--- src/rtl/uart_irq_pkg.sv ---
package uart_irq_pkg;
  typedef enum logic [1:0] {
    ID_MODEM  = 2'b00,
    ID_THRE   = 2'b01,
    ID_RXDATA = 2'b10,
    ID_LINE   = 2'b11
  } irq_id_e;

  localparam int NSRC      = 4;
  localparam int SRC_RXD   = 0;
  localparam int SRC_THRE  = 1;
  localparam int SRC_LINE  = 2;
  localparam int SRC_MODEM = 3;
endpackage

--- src/rtl/uart_irq_flag.sv ---
module uart_irq_flag (
  input  logic clk,
  input  logic rst_n,
  input  logic set_i,
  input  logic clr_i,
  output logic pend_o
);
  // set wins over clear so an event coinciding with service is not lost
  always_ff @(posedge clk or negedge rst_n) begin
    if (!rst_n)      pend_o <= 1'b0;
    else if (set_i)  pend_o <= 1'b1;
    else if (clr_i)  pend_o <= 1'b0;
  end
endmodule

--- src/rtl/uart_irq_prio.sv ---
module uart_irq_prio
  import uart_irq_pkg::*;
(
  input  logic [NSRC-1:0] act_i,
  output logic            any_o,
  output irq_id_e         id_o
);
  always_comb begin
    any_o = |act_i;
    if (act_i[SRC_LINE])       id_o = ID_LINE;
    else if (act_i[SRC_RXD])   id_o = ID_RXDATA;
    else if (act_i[SRC_THRE])  id_o = ID_THRE;
    else                       id_o = ID_MODEM;
  end
endmodule

--- src/rtl/uart_irq_idreg.sv ---
module uart_irq_idreg
  import uart_irq_pkg::*;
#(
  parameter int DW = 8
) (
  input  logic          clk,
  input  logic          rst_n,
  input  logic          hold_i,
  input  logic          any_i,
  input  irq_id_e       id_i,
  output logic [DW-1:0] idv_o,
  output logic          rd_start_o
);
  localparam logic [DW-1:0] IDLE_V = DW'(1);

  logic [DW-1:0] nxt;
  logic          hold_d;

  always_comb begin
    nxt = IDLE_V;
    if (any_i) nxt = {{(DW-3){1'b0}}, id_i, 1'b0};
  end

  always_ff @(posedge clk or negedge rst_n) begin
    if (!rst_n) begin
      idv_o  <= IDLE_V;
      hold_d <= 1'b0;
    end else begin
      hold_d <= hold_i;
      if (!hold_i) idv_o <= nxt;
    end
  end

  assign rd_start_o = hold_i & ~hold_d;

  assert_id_frozen_R6: assert property (@(posedge clk) disable iff (!rst_n)
    (hold_i && $past(hold_i)) |-> $stable(idv_o));

  assert_id_upper_zero_R12: assert property (@(posedge clk) disable iff (!rst_n)
    idv_o[DW-1:3] == '0);
endmodule

--- src/rtl/uart_irq_ident.sv ---
module uart_irq_ident
  import uart_irq_pkg::*;
#(
  parameter int DW = 8
) (
  input  logic          clk,
  input  logic          rst_n,
  input  logic          ier_wr,
  input  logic [DW-1:0] ier_wdata,
  output logic [DW-1:0] ier_rdata,
  input  logic          gie,
  input  logic          ls_evt,
  input  logic          rx_avail,
  input  logic          thr_empty,
  input  logic          ms_evt,
  input  logic          rd_iir,
  input  logic          rd_lsr,
  input  logic          rd_rbr,
  input  logic          rd_msr,
  input  logic          wr_thr,
  output logic [DW-1:0] iir_data,
  output logic          irq
);
  localparam logic [2:0] THRE_CODE = {ID_THRE, 1'b0};

  logic [NSRC-1:0] en_q, set_v, clr_v, pend_v, act_v;
  logic            rx_d, thr_d, any, rd_start;
  irq_id_e         top_id;

  // enable register and edge history
  always_ff @(posedge clk or negedge rst_n) begin
    if (!rst_n) begin
      en_q  <= '0;
      rx_d  <= 1'b0;
      thr_d <= 1'b1;
    end else begin
      rx_d  <= rx_avail;
      thr_d <= thr_empty;
      if (ier_wr) en_q <= ier_wdata[NSRC-1:0];
    end
  end

  assign ier_rdata = {{(DW-NSRC){1'b0}}, en_q};

  // per-source set and clear conditions
  always_comb begin
    set_v[SRC_LINE]  = ls_evt;
    clr_v[SRC_LINE]  = rd_lsr;
    set_v[SRC_RXD]   = rx_avail & ~rx_d;
    clr_v[SRC_RXD]   = rd_rbr | ~rx_avail;
    set_v[SRC_THRE]  = (thr_empty & ~thr_d)
                     | (ier_wr & ier_wdata[SRC_THRE] & ~en_q[SRC_THRE] & thr_empty);
    clr_v[SRC_THRE]  = wr_thr | (rd_start & (iir_data[2:0] == THRE_CODE));
    set_v[SRC_MODEM] = ms_evt;
    clr_v[SRC_MODEM] = rd_msr;
  end

  for (genvar g = 0; g < NSRC; g++) begin : g_flag
    uart_irq_flag u_flag (
      .clk    (clk),
      .rst_n  (rst_n),
      .set_i  (set_v[g]),
      .clr_i  (clr_v[g]),
      .pend_o (pend_v[g])
    );
  end

  assign act_v = pend_v & en_q;

  uart_irq_prio u_prio (
    .act_i (act_v),
    .any_o (any),
    .id_o  (top_id)
  );

  uart_irq_idreg #(.DW(DW)) u_idreg (
    .clk        (clk),
    .rst_n      (rst_n),
    .hold_i     (rd_iir),
    .any_i      (any),
    .id_i       (top_id),
    .idv_o      (iir_data),
    .rd_start_o (rd_start)
  );

  assign irq = gie & any;

  assert_line_clear_R7: assert property (@(posedge clk) disable iff (!rst_n)
    (rd_lsr && !ls_evt) |=> !pend_v[SRC_LINE]);

  assert_rx_low_clear_R8: assert property (@(posedge clk) disable iff (!rst_n)
    !rx_avail |=> !pend_v[SRC_RXD]);

  assert_thr_write_clear_R9: assert property (@(posedge clk) disable iff (!rst_n)
    (wr_thr && !set_v[SRC_THRE]) |=> !pend_v[SRC_THRE]);

  assert_modem_clear_R10: assert property (@(posedge clk) disable iff (!rst_n)
    (rd_msr && !ms_evt) |=> !pend_v[SRC_MODEM]);
endmodule

--- config.mk ---
export PLATFORM = sky130hd
export DESIGN_NAME = uart_irq_ident
export DESIGN_NICKNAME = d
export VERILOG_FILES = /design/src/rtl/uart_irq_pkg.sv /design/src/rtl/uart_irq_flag.sv /design/src/rtl/uart_irq_prio.sv /design/src/rtl/uart_irq_idreg.sv /design/src/rtl/uart_irq_ident.sv
export SDC_FILE = /design/constraint.sdc
export NUM_CORES = 1
export LEC_CHECK = 0
export BUFFER_PORTS_ARGS = -buffer_cell sky130_fd_sc_hd__buf_2
export CAP_MARGIN = 20
export CORE_MARGIN = 1.5
export CORE_UTILIZATION = 40
export CTS_BUF_LIST = sky130_fd_sc_hd__clkbuf_8 sky130_fd_sc_hd__clkbuf_16
export DETAILED_ROUTE_END_ITERATION = 10
export HOLD_SLACK_MARGIN = 0.1
export PLACE_DENSITY = 0.76
export SYNTH_ARGS = -nofsm -noshare
export SYNTH_HDL_FRONTEND = slang
export SYNTH_SLANG_ARGS = --single-unit
--- constraint.sdc ---
create_clock -name clk -period 1.63 [get_ports clk]
set_clock_uncertainty 0.1 [all_clocks]
set_input_delay 0.163 -clock clk [delete_from_list [all_inputs] [get_ports clk]]
set_output_delay 0.163 -clock clk [all_outputs]
set_load 0.02 [all_outputs]
After elaboration in Yosys (flattened, before gate mapping)
Index checks and enable logic that the tools add are counted.

Bits in registers: 19. Output and inout bits: 17. Word-level logic and storage cells: 44.

Eq/ne operators: 1. Muxes and demuxes: 12. Bitwise gates (word level): 17. Reductions and logical operators: 5.

Operators with widths (count): 1-bit 2-to-1 mux (9); 1-bit AND (8); 2-bit nonzero test (4); 1-bit inverter (5); 4-bit AND (1); 2-bit 2-to-1 mux (2); 4-bit OR reduction (1); 3-bit by 2-bit equality test with 1-bit output, second input constant (1); 3-bit 2-to-1 mux (1); 1-bit OR (3).

Logic depth before layout (Yosys ltp)
Gate-level depths: netlist of the first run.

Depth in word-level cells: 6. Gate-level depth with buffers: 3. Gate-level depth less buffers: 3.

By module
Synthesis of the first run repeated with hierarchy kept, for this count alone.

Cells, all modules: 61. Area, all modules: 659.4 µm².

Modules (own cells, without submodules): uart_irq_ident (times used 1, cells an instance 26, area each 305.3 µm²); uart_irq_idreg (times used 1, cells an instance 19, area each 185.2 µm²); uart_irq_flag (times used 4, cells an instance 3, area each 36.3 µm²); uart_irq_prio (times used 1, cells an instance 4, area each 23.8 µm²).

Worst setup path before layout of the first run
No wires, ideal clock.

Path kind: reg2out. Start: register en_q[0]. End: output irq. Data arrival time: 1.195 ns. Data required time: 1.367 ns. Slack: 0.172 ns. Stages on the path, launching flop included: 4. Path buffers: 0. Cells stage by stage: dfrtp_1 -> a22o_1 -> a221o_1 -> and2_1.

Word-level cells in the longest chain between the ends: 3.

RTL lines: start, declared (line uart_irq_ident.sv:26) `logic [NSRC-1:0] en_q, set_v, clr_v, pend_v, act_v;`; start signal, assigned (line uart_irq_ident.sv:39) `if (ier_wr) en_q <= ier_wdata[NSRC-1:0];`; 4-bit AND (line uart_irq_ident.sv:68) `assign act_v = pend_v & en_q;`; 4-bit OR reduction (line uart_irq_prio.sv:9) `any_o = |act_i;`; 1-bit AND (line uart_irq_ident.sv:86) `assign irq = gie & any;`; end, declared (line uart_irq_ident.sv:22) `output logic irq`.

Every way passes these cells.

Worst setup path in the final report of the first run
Ends and elaborated chain as after synthesis.

==> results of run 1 <==
state kept, by name (all words and copies together) (netlist names):
name                  cells
g_flag.u_flag.pend_o      4
u_idreg.hold_d            1
u_idreg.idv_o             3
thr_d                     1
en_q                      4
rx_d                      1
path summary, 6_finish.rpt:
| path | endpoint |
|---|---|
| worst min-delay path | en_q[3] |
| max in group asynchronous | thr_d |
| worst max-delay path | irq |
| min in group asynchronous | rx_d |
| worst min register to register | g_flag[0].u_flag.pend_o |
| worst max register to register | en_q[1] |
final cells by class:
| class | instances | area [µm²] | area share (%) |
|---|---|---|---|
| Inverter | 4 | 15.01 | 1.628 |
| Sequential cell | 14 | 352.8 | 38.26 |
| Clock inverter | 1 | 3.754 | 0.4071 |
| Tap cell | 15 | 18.77 | 2.035 |
| Multi-Input combinational cell | 32 | 201.4 | 21.85 |
| Timing Repair Buffer | 41 | 289.0 | 31.34 |
| Clock buffer | 3 | 41.29 | 4.478 |
cells by family after synthesis:
group | count (synthesis) | share of synthesized area (%)
and+or+nand+nor | 8 | 6.627
AOI/OAI and AO/OA | 11 | 13.25
muxes | 4 | 7.453
DFF | 14 | 58.39
other | 1 | 0.6205
buffers and inverters | 13 | 13.66
metal layers:
layer / GRT usage, % / wire, µm
met5: 0 / 0
met4: 9.677 / 28
met3: 4.348 / 87
met2: 30.94 / 667
met1: 16.71 / 501
where the power goes:
part           total (µW)  internal (µW)  leakage, µW  switching (µW)
combinational         195           95.3     0.000281            99.5
sequential            410            385     0.000162            24.8
clock                 293            167    0.0000269             126
total                 898            647     0.000470             251
per-stage QoR:
step / util, % / instances / worst slack [ns] / hold WS, ns
5_1_grt: 68.30 / 110 / -0.08669 / 0.1261
2_1_floorplan: - / 59 / 0.1721 / -0.2326
4_1_cts: 67.75 / 109 / -0.05475 / 0.1174
6_report: 68.30 / 110 / -0.06362 / 0.1175
3_5_place_dp: 52.27 / 89 / 0.1292 / -0.03152
3_3_place_gp: 52.27 / 89 / 0.1547 / -0.03533
what timing repair did:
| item | in CTS | in global routing |
|---|---|---|
| resized for setup | 3 | 0 |
| endpoints found under the setup margin | 1 | 1 |
| hold endpoints to repair | 27 | 0 |
| buffers inserted | 2 | 1 |
| pin swaps | 2 | 1 |
| hold buffers | 14 | 0 |
cell usage in the layout, fill, tap and decap left out, drive strengths merged:
cell | Yosys | routed
a32oi | 1 | 1
conb | 1 | 9
and2 | 1 | 1
o21ai | 4 | 4
clkbuf | 0 | 3
nand2b | 1 | 1
dfrtp | 12 | 12
a21o | 2 | 2
a32o | 1 | 1
a21boi | 1 | 1
nand2 | 5 | 5
dlygate4sd3 | 0 | 14
a22o | 1 | 1
dfstp | 2 | 2
a221o | 1 | 1
inv | 4 | 5
nor4b | 1 | 1
buf | 9 | 27
mux2 | 4 | 4
==> impl_metrics.yaml, run 1 <==
critical_path:
  critPathSlowestCell: "dfrtp_1"
  arrival_ns: 1.43
  cp-startpoint: "en_q[0]"
  worst-path-stages: 4
  end_kind: "output port"
  cp_top_family: "compound AO/OA/AOI/OAI gates"
  rr_startpoint: "en_q[1]"
  cp_num_buf_inv: 1
  required_ns: 1.37
  crit_chain: "a22o_1 -> a221o_1 -> and2_4 -> buf_6"
  crit_path_start_kind: "flip-flop"
  worst_path_largest_cell_delay_ns: 0.39
  critical_path_class: "flip-flop to output port"
  reg2reg_depth: 3
  r2r_slack_ns: 0.25
  path_max_fanout: 2
logic_synthesis:
  synth-main-ff-cell: "dfrtp_1"
  syn-cell-area_um2: 604.3
  synth_area_leaders: "dfrtp_1, buf_4, dfstp_2, mux2_1, nand2_1"
  syn_avg_cell_area_um2: 11.85
  synth_area_leader_cell: "dfrtp_1"
  synthArstFlopShare_pct: 100.0
  yosysSeqAreaShare_pct: 58.39
  yosysWarnings: 0
  ys_top_cells_by_count: "dfrtp_1, buf_4, nand2_1"
  ys_types: 19
  synth_top_area_share_pct: 49.69
  syn_inst: 51
  synth_edf_count: 0
  synth_most_common_cell: "dfrtp_1"
  ys_ff_latch: 14
sta:
  finalCritPeriodShare_pct: 103.9
  finalSetupViolCount: 1
  period_minus_slack_ns: 1.694
  max_freq_ghz: 0.5905
  fin_ws_ns: -0.06362
  hold_viol_final: 0
  tns_ns: -0.06362
  rsz0062_at_grt: "yes"
  maxSlewViolCount: 0
clock_network:
  cts_num_sinks: 14
  clk_pin_slew_worst_paths_ns: 0.06
  worstSkewPairLatency_ns: 0.25
  max-clock-path-buffers: 2
  cts_tree: "done"
  cts-root-buf: "clkbuf_8"
  htreeDepth: 1
  numCtsBuffers: 3
drt:
  routed_wl_mm: 1.284
  ant_nets: 0
  wl_per_cell_um: 11.67
  num_vias: 518
  drc: 0
  drt-initial-drc-count: 3
  drt_pass1_iterations: 3
  vias_per_cell: 4.709
final_layout:
  fin_nets: 117
  num_antenna_cells: 0
  final_cell_area_um2: 922.1
  layout-drive-gt1-share_pct: 35.79
  syn_to_final_growth_pct: 52.59
  fillCellCount: 104
worst_hold_path:
  hp-start: "ier_wr"
  hp-class: "primary input to flip-flop"
  worstHoldPathCells: 2
die:
  ios: 38
  start_util_pct: 44.76
  die_h_um: 41.87
  rows: 13
  die_area_um2: 1753
  fp.coreArea_um2: 1350
  fp.dieW_um: 41.87
power:
  totalPowerFinal_uw: 897.7
  leakagePower_uw: 0.0004700
  vdd_drop_max_mv: 0.6618
  powerDensity_nw_per_um2: 973.5
status:
  status: "complete, but fails checks"
  violations: "setup timing"
global_route:
  grt_overflow: 0
  grt_max_degree: 15
  grt_pass1_wl_mm: 2.166
  grt_pass1_vias: 547
  antenna_found_initial: 0
  track_usage_pct: 16.82
place:
  place_area_um2: 705.7
  place_congestion: 0.7080
  io_buffers: 24
job:
  drv_cap: 0
No activity file was read; power rests on OpenSTA's default activity.
==> inputs of run 2 (changes only) <==
--- a/config.mk
+++ b/config.mk
@@ -8,11 +8,12 @@
 export BUFFER_PORTS_ARGS = -buffer_cell sky130_fd_sc_hd__buf_2
 export CAP_MARGIN = 20
 export CORE_MARGIN = 1.5
-export CORE_UTILIZATION = 40
+export CORE_UTILIZATION = 41
 export CTS_BUF_LIST = sky130_fd_sc_hd__clkbuf_8 sky130_fd_sc_hd__clkbuf_16
 export DETAILED_ROUTE_END_ITERATION = 10
 export HOLD_SLACK_MARGIN = 0.1
 export PLACE_DENSITY = 0.76
 export SYNTH_ARGS = -nofsm -noshare
 export SYNTH_HDL_FRONTEND = slang
+export SYNTH_HIERARCHICAL = 1
 export SYNTH_SLANG_ARGS = --single-unit
==> run 2 against run 1 <==
First-iteration DRC count rose by 100%. Critical path depth rose by 1. Highest routed layer unchanged. Maximum frequency fell by 8.9%. Area after synthesis rose by 9.1%. Combinational power rose by 9%. Routed wire length fell by 2.8%. Count of clock-buffer cells in the layout did not move. Setup slack got worse by 0.16 ns. Clock power fell by 6%. Sequential power fell by 1%. Critical path type unchanged. The run still ends with setup timing left.
==> impl_metrics.yaml, run 2 <==
status:
  status: "complete, but fails checks"
  violations: "setup timing"
clock_network:
  max-clock-path-buffers: 2
  worstSkewPairLatency_ns: 0.24
  cts_tree: "done"
  numCtsBuffers: 3
  cts-root-buf: "clkbuf_8"
  htreeDepth: 1
  clk_pin_slew_worst_paths_ns: 0.05
  cts_num_sinks: 14
final_layout:
  utilization_pct: 63.62
  fillCellCount: 129
  final_common_cell: "buf_2"
  final_cell_mix: "buf_2, dlygate4sd3_1, dfrtp_1, conb_1"
  fin_nets: 124
  fin_cells: 117
  layout-drive-gt1-share_pct: 37.62
  top_regs: "en_q (4), g_flag.u_flag/pend_o (4), u_idreg/idv_o (3)"
  syn_to_final_growth_pct: 45.35
  num_antenna_cells: 0
critical_path:
  crit-reg2reg-capture: "u_idreg/idv_o[1]"
  crit_path_frequent_cell: "and2_4"
  required_ns: 1.37
  end_kind: "output port"
  cp_num_buf_inv: 1
  reg2reg_depth: 6
  worst_path_largest_cell_delay_ns: 0.38
  worst-path-stages: 5
  crit_path_start_kind: "flip-flop"
  critPathSlowestCell: "dfrtp_1"
  rr_startpoint: "g_flag[0].u_flag/pend_o"
  critical_path_class: "flip-flop to output port"
  crit_chain: "and2_4 -> or2_1 -> or3_1 -> and2_4 -> buf_6"
  path_max_fanout: 2
  cp_top_family: "simple AND/OR/NAND/NOR gates"
  arrival_ns: 1.60
  r2r_slack_ns: 0.06
job:
  drv_cap: 0
logic_synthesis:
  synth_top_area_share_pct: 45.54
  ys_top_cells_by_count: "dfrtp_1, buf_4"
  yosysSeqAreaShare_pct: 53.51
  syn_inst: 61
  syn-cell-area_um2: 659.4
  synth_area_leaders: "dfrtp_1, buf_4, dfstp_2, mux2_1, a21o_1"
  yosysWarnings: 6
  synth_area_leader_cell: "dfrtp_1"
  synth-main-ff-cell: "dfrtp_1"
  ys_types: 18
  ys_ff_latch: 14
  syn_avg_cell_area_um2: 10.81
  synth_most_common_cell: "dfrtp_1"
  synth_edf_count: 0
  synthArstFlopShare_pct: 100.0
sta:
  hold_slack_ns: 0.1363
  hold_viol_final: 0
  period_minus_slack_ns: 1.858
  max_freq_ghz: 0.5382
  fin_ws_ns: -0.2282
  rsz0062_at_grt: "yes"
  finalSetupViolCount: 1
  finalCritPeriodShare_pct: 114.0
  maxSlewViolCount: 0
power:
  leakagePower_uw: 0.0005071
  vdd_drop_max_mv: 0.6183
  totalPowerFinal_uw: 892.0
  powerDensity_nw_per_um2: 930.7
die:
  ios: 38
  rows: 14
  fp.coreArea_um2: 1506
  die_h_um: 43.10
  fp.dieW_um: 43.10
  start_util_pct: 43.77
  die_area_um2: 1858
worst_hold_path:
  hp-start: "ier_wr"
  holdPathEnd: "en_q[2]"
  hp-class: "primary input to flip-flop"
  worstHoldPathCells: 2
place:
  place_ws_ns: -0.002719
  place_inst: 102
  io_buffers: 24
  place_congestion: 0.6603
drt:
  routed_wl_mm: 1.248
  num_vias: 522
  drt-initial-drc-count: 6
  wl_per_cell_um: 10.67
  drc: 0
  ant_nets: 0
  drt_pass1_iterations: 4
  vias_per_cell: 4.462
global_route:
  antenna_found_initial: 0
  grt_overflow: 0
  grt_pass1_vias: 497
  grt_pass1_wl_mm: 2.028
  grt_max_degree: 15
  track_usage_pct: 15.40
==> run 2: kinds of logic (layout without fill, tap and decap cells) <==
family,after synthesis,in the layout,share of synthesized area [%]
AOI/OAI and AO/OA,9,9,9.109
DFF,14,14,53.51
other,2,9,1.139
and+or+nand+nor,18,18,16.32
muxes,4,4,6.831
buffers and inverters,14,47,13.09
==> run 2: area by class of cell <==
| cell class | instances | area, µm² | share of cell area [%] |
|---|---|---|---|
| flip-flops and latches | 14 | 355.3 | 37.08 |
| repair buffers | 39 | 269.0 | 28.07 |
| multi-input cells | 40 | 254.0 | 26.50 |
| clock buffers | 3 | 41.29 | 4.308 |
| well taps | 16 | 20.02 | 2.089 |
| inverters | 5 | 18.77 | 1.958 |
==> run 2: where the power goes <==
group	switching (µW)	leakage [µW]	internal, µW
Combinational	107	0.000325	105
Clock	112	0.0000216	163
Sequential	18.9	0.000161	386
Total	238	0.000507	654
==> run 2: timing repair <==
action                                 in CTS  in global routing
setup buffers                               0                  0
setup endpoints to repair                   1                  3
hold buffers                               12                  0
resized for setup                           3                  3
endpoints found under the hold margin      24                  0
==> run 2: worst max-delay path by stage <==
stage	from	slack (ns)	endpoint
final	g_flag[0].u_flag/pend_o	-0.23	irq
after global routing	g_flag[0].u_flag/pend_o	-0.29	irq
after CTS	g_flag[0].u_flag/pend_o	-0.24	irq
after detailed placement	g_flag[0].u_flag/pend_o	-0.003	irq
after global placement	g_flag[0].u_flag/pend_o	0.0005	irq
after floorplan	en_q[0]	0.03	irq
==> run 2: routing by layer <==
layer | wire length (µm) | global-route usage [%]
met1 | 512 | 17.26
met2 | 637 | 25.67
met3 | 89 | 4.255
met4 | 8 | 9.091
met5 | 0 | 0
==> run 2: stage by stage <==
step	instance area, µm²	TNS [ns]
finish	958.4	-0.2282
global route	958.4	-0.2924
CTS	955.9	-0.2405
detailed placement	785.8	-0.002719
global placement	785.8	0
floorplan	690.7	0
==> inputs of run 3 (changes only) <==
--- a/config.mk
+++ b/config.mk
@@ -5,14 +5,17 @@
 export SDC_FILE = /design/constraint.sdc
 export NUM_CORES = 1
 export LEC_CHECK = 0
+export ABC_AREA = 1
 export BUFFER_PORTS_ARGS = -buffer_cell sky130_fd_sc_hd__buf_2
 export CAP_MARGIN = 20
+export CORE_ASPECT_RATIO = 0.8
 export CORE_MARGIN = 1.5
-export CORE_UTILIZATION = 41
+export CORE_UTILIZATION = 43
 export CTS_BUF_LIST = sky130_fd_sc_hd__clkbuf_8 sky130_fd_sc_hd__clkbuf_16
 export DETAILED_ROUTE_END_ITERATION = 10
 export HOLD_SLACK_MARGIN = 0.1
-export PLACE_DENSITY = 0.76
+export PLACE_DENSITY = 0.77
+export SETUP_SLACK_MARGIN = 0.05
 export SYNTH_ARGS = -nofsm -noshare
 export SYNTH_HDL_FRONTEND = slang
 export SYNTH_HIERARCHICAL = 1
==> run 3 against run 2 <==
Global-route usage decreased by 0.56 points. Routed wire length increased by 1.8%. Total power decreased by 3.0%. The run now ends clean. Largest cell class unchanged. Synthesized cell count increased by 57%. Core utilization increased by 2.7 points. Clock power decreased by 2%. Via count increased by 17%. Critical endpoint unchanged.
==> impl_metrics.yaml, run 3 <==
final_layout:
  num_antenna_cells: 0
  fin_nets: 155
  syn_to_final_growth_pct: 35.89
  fillCellCount: 144
  top_regs: "en_q (4), g_flag.u_flag/pend_o (4), u_idreg/idv_o (3)"
  layout-drive-gt1-share_pct: 24.24
  final_common_cell: "nand2_1"
  seqCellArea_um2: 352.8
  multi_input_area_um2: 217.7
  final_cell_mix: "nand2_1, inv_1, buf_2, dfrtp_1, dlygate4sd3_1"
drt:
  num_vias: 613
  wl_per_cell_um: 8.301
  vias_per_cell: 4.007
  ant_nets: 0
  routed_wl_mm: 1.270
  drt-initial-drc-count: 6
  drc: 0
  drt_pass1_iterations: 4
global_route:
  antenna_found_initial: 0
  track_usage_pct: 14.83
  grt_pass1_wl_mm: 2.063
  grt_pass1_vias: 533
  grt_overflow: 0
  grt_max_degree: 15
sta:
  finalSetupViolCount: 0
  hold_viol_final: 0
  rsz0062_at_grt: "no"
  period_minus_slack_ns: 1.472
  hold_slack_ns: 0.1217
  tns_ns: 0
  finalCritPeriodShare_pct: 90.31
  maxSlewViolCount: 0
  max_freq_ghz: 0.6793
logic_synthesis:
  yosysWarnings: 6
  synth_area_leader_cell: "dfrtp_1"
  yosysSeqAreaShare_pct: 49.13
  ys_top_cells_by_count: "nand2_1, inv_1, dfrtp_1"
  syn-cell-area_um2: 718.2
  ys_ff_latch: 14
  synth_most_common_cell: "nand2_1"
  synthArstFlopShare_pct: 100.0
  syn_inst: 96
  synth_area_leaders: "dfrtp_1, nand2_1, inv_1, buf_4, dfstp_2"
  syn_avg_cell_area_um2: 7.481
  synth_top_area_share_pct: 41.81
  synth-main-ff-cell: "dfrtp_1"
  ys_types: 15
  synth_edf_count: 0
power:
  leakagePower_uw: 0.0006025
  powerDensity_nw_per_um2: 887.0
  vdd_drop_max_mv: 0.7222
critical_path:
  end_kind: "output port"
  reg2reg_depth: 3
  crit-reg2reg-capture: "g_flag[2].u_flag/pend_o"
  path_max_fanout: 4
  arrival_ns: 1.21
  crit_path_start_kind: "flip-flop"
  critPathSlowestCell: "dfrtp_1"
  r2r_slack_ns: 0.38
  required_ns: 1.37
  critical_path_class: "flip-flop to output port"
  cp_num_buf_inv: 3
  rr_startpoint: "g_flag[2].u_flag/pend_o"
  crit_chain: "nand2_1 -> inv_1 -> nor2_2 -> nand2_2 -> nand2_1 -> inv_1 -> buf_2"
  cp_top_family: "flip-flops"
  worst_path_largest_cell_delay_ns: 0.39
die:
  die_area_um2: 1926
  die_h_um: 39.56
  rows: 12
  start_util_pct: 48.81
  fp.dieW_um: 48.69
  fp.coreArea_um2: 1471
  ios: 38
clock_network:
  numCtsBuffers: 3
  cts_tree: "done"
  cts_num_sinks: 14
  clk_pin_slew_worst_paths_ns: 0.05
  htreeDepth: 1
  max-clock-path-buffers: 2
  worstSkewPairLatency_ns: 0.24
  cts-root-buf: "clkbuf_8"
status:
  status: "complete, no violations"
worst_hold_path:
  hp-start: "ier_wr"
  holdPathEnd: "en_q[2]"
  hp-class: "primary input to flip-flop"
  worstHoldPathCells: 2
place:
  place_congestion: 0.6921
  dpl.hpwl_um: 918
  io_buffers: 24
job:
  drv_cap: 0
-- run 3: kinds of logic after synthesis --
family | Yosys count | share of synthesized area (%)
buf+inv | 36 | 24.56
other cells | 2 | 1.046
flops | 14 | 49.13
compound gates | 5 | 3.484
simple gates | 39 | 21.78
-- run 3: worst max-delay path by stage --
stage,slack (ns),start,cells past startpoint,end
final,0.16,en_q[0],7,irq
after global routing,0.06,en_q[1],7,irq
after CTS,0.13,en_q[0],7,irq
after detailed placement,0.39,en_q[0],7,irq
after global placement,0.42,en_q[0],7,irq
after floorplan,0.45,en_q[0],6,irq
-- run 3: layer usage --
layer  up-vias  share of wire, %  GRT usage (%)
li1        324                 -              -
met1       263                47          15.17
met2        26                45          29.11
met3         0               7.9          6.870
met4         0                 0          2.143
met5         -                 0              0
-- run 3: metrics by stage --
stage	std cells	instance area, µm²	worst slack (ns)	power (µW)	utilization, %
3_3_place_gp	138	812.0	0.4182	572.1	55.19
5_1_grt	153	975.9	0.06159	922.8	66.33
4_1_cts	153	973.4	0.1294	874.6	66.16
3_5_place_dp	138	812.0	0.3945	577.8	55.19
6_report	153	975.9	0.1579	865.6	66.33
2_1_floorplan	103	744.5	0.4530	533.6	-
-- run 3: cell type report --
type	count	area share [%]
flip-flops and latches	14	36.15
repair buffers	36	24.62
clock buffers	3	4.231
well taps	21	2.692
inverters	26	10.00
multi-input cells	53	22.31
-- run 3: where the power goes --
group	internal, µW	leakage, µW	switching, µW
combinational	76.3	0.000416	117
sequential	384	0.000165	19.7
clock	163	0.0000216	106
total	623	0.000603	243
-- run 3: worst reg2reg max path: stages (launching register included) --
cell and delay, ns:
dfrtp_1 0.38, nand2_1 0.07, nand2_1 0.04, dlygate4sd3_1 0.55
-- run 3: timing repair --
item | 4_1_cts | 5_1_grt
hold endpoints to repair | 26 | 0
resized for setup | 0 | 1
setup endpoints to repair | 0 | 1
hold buffers | 12 | 0
setup buffers | 0 | 0
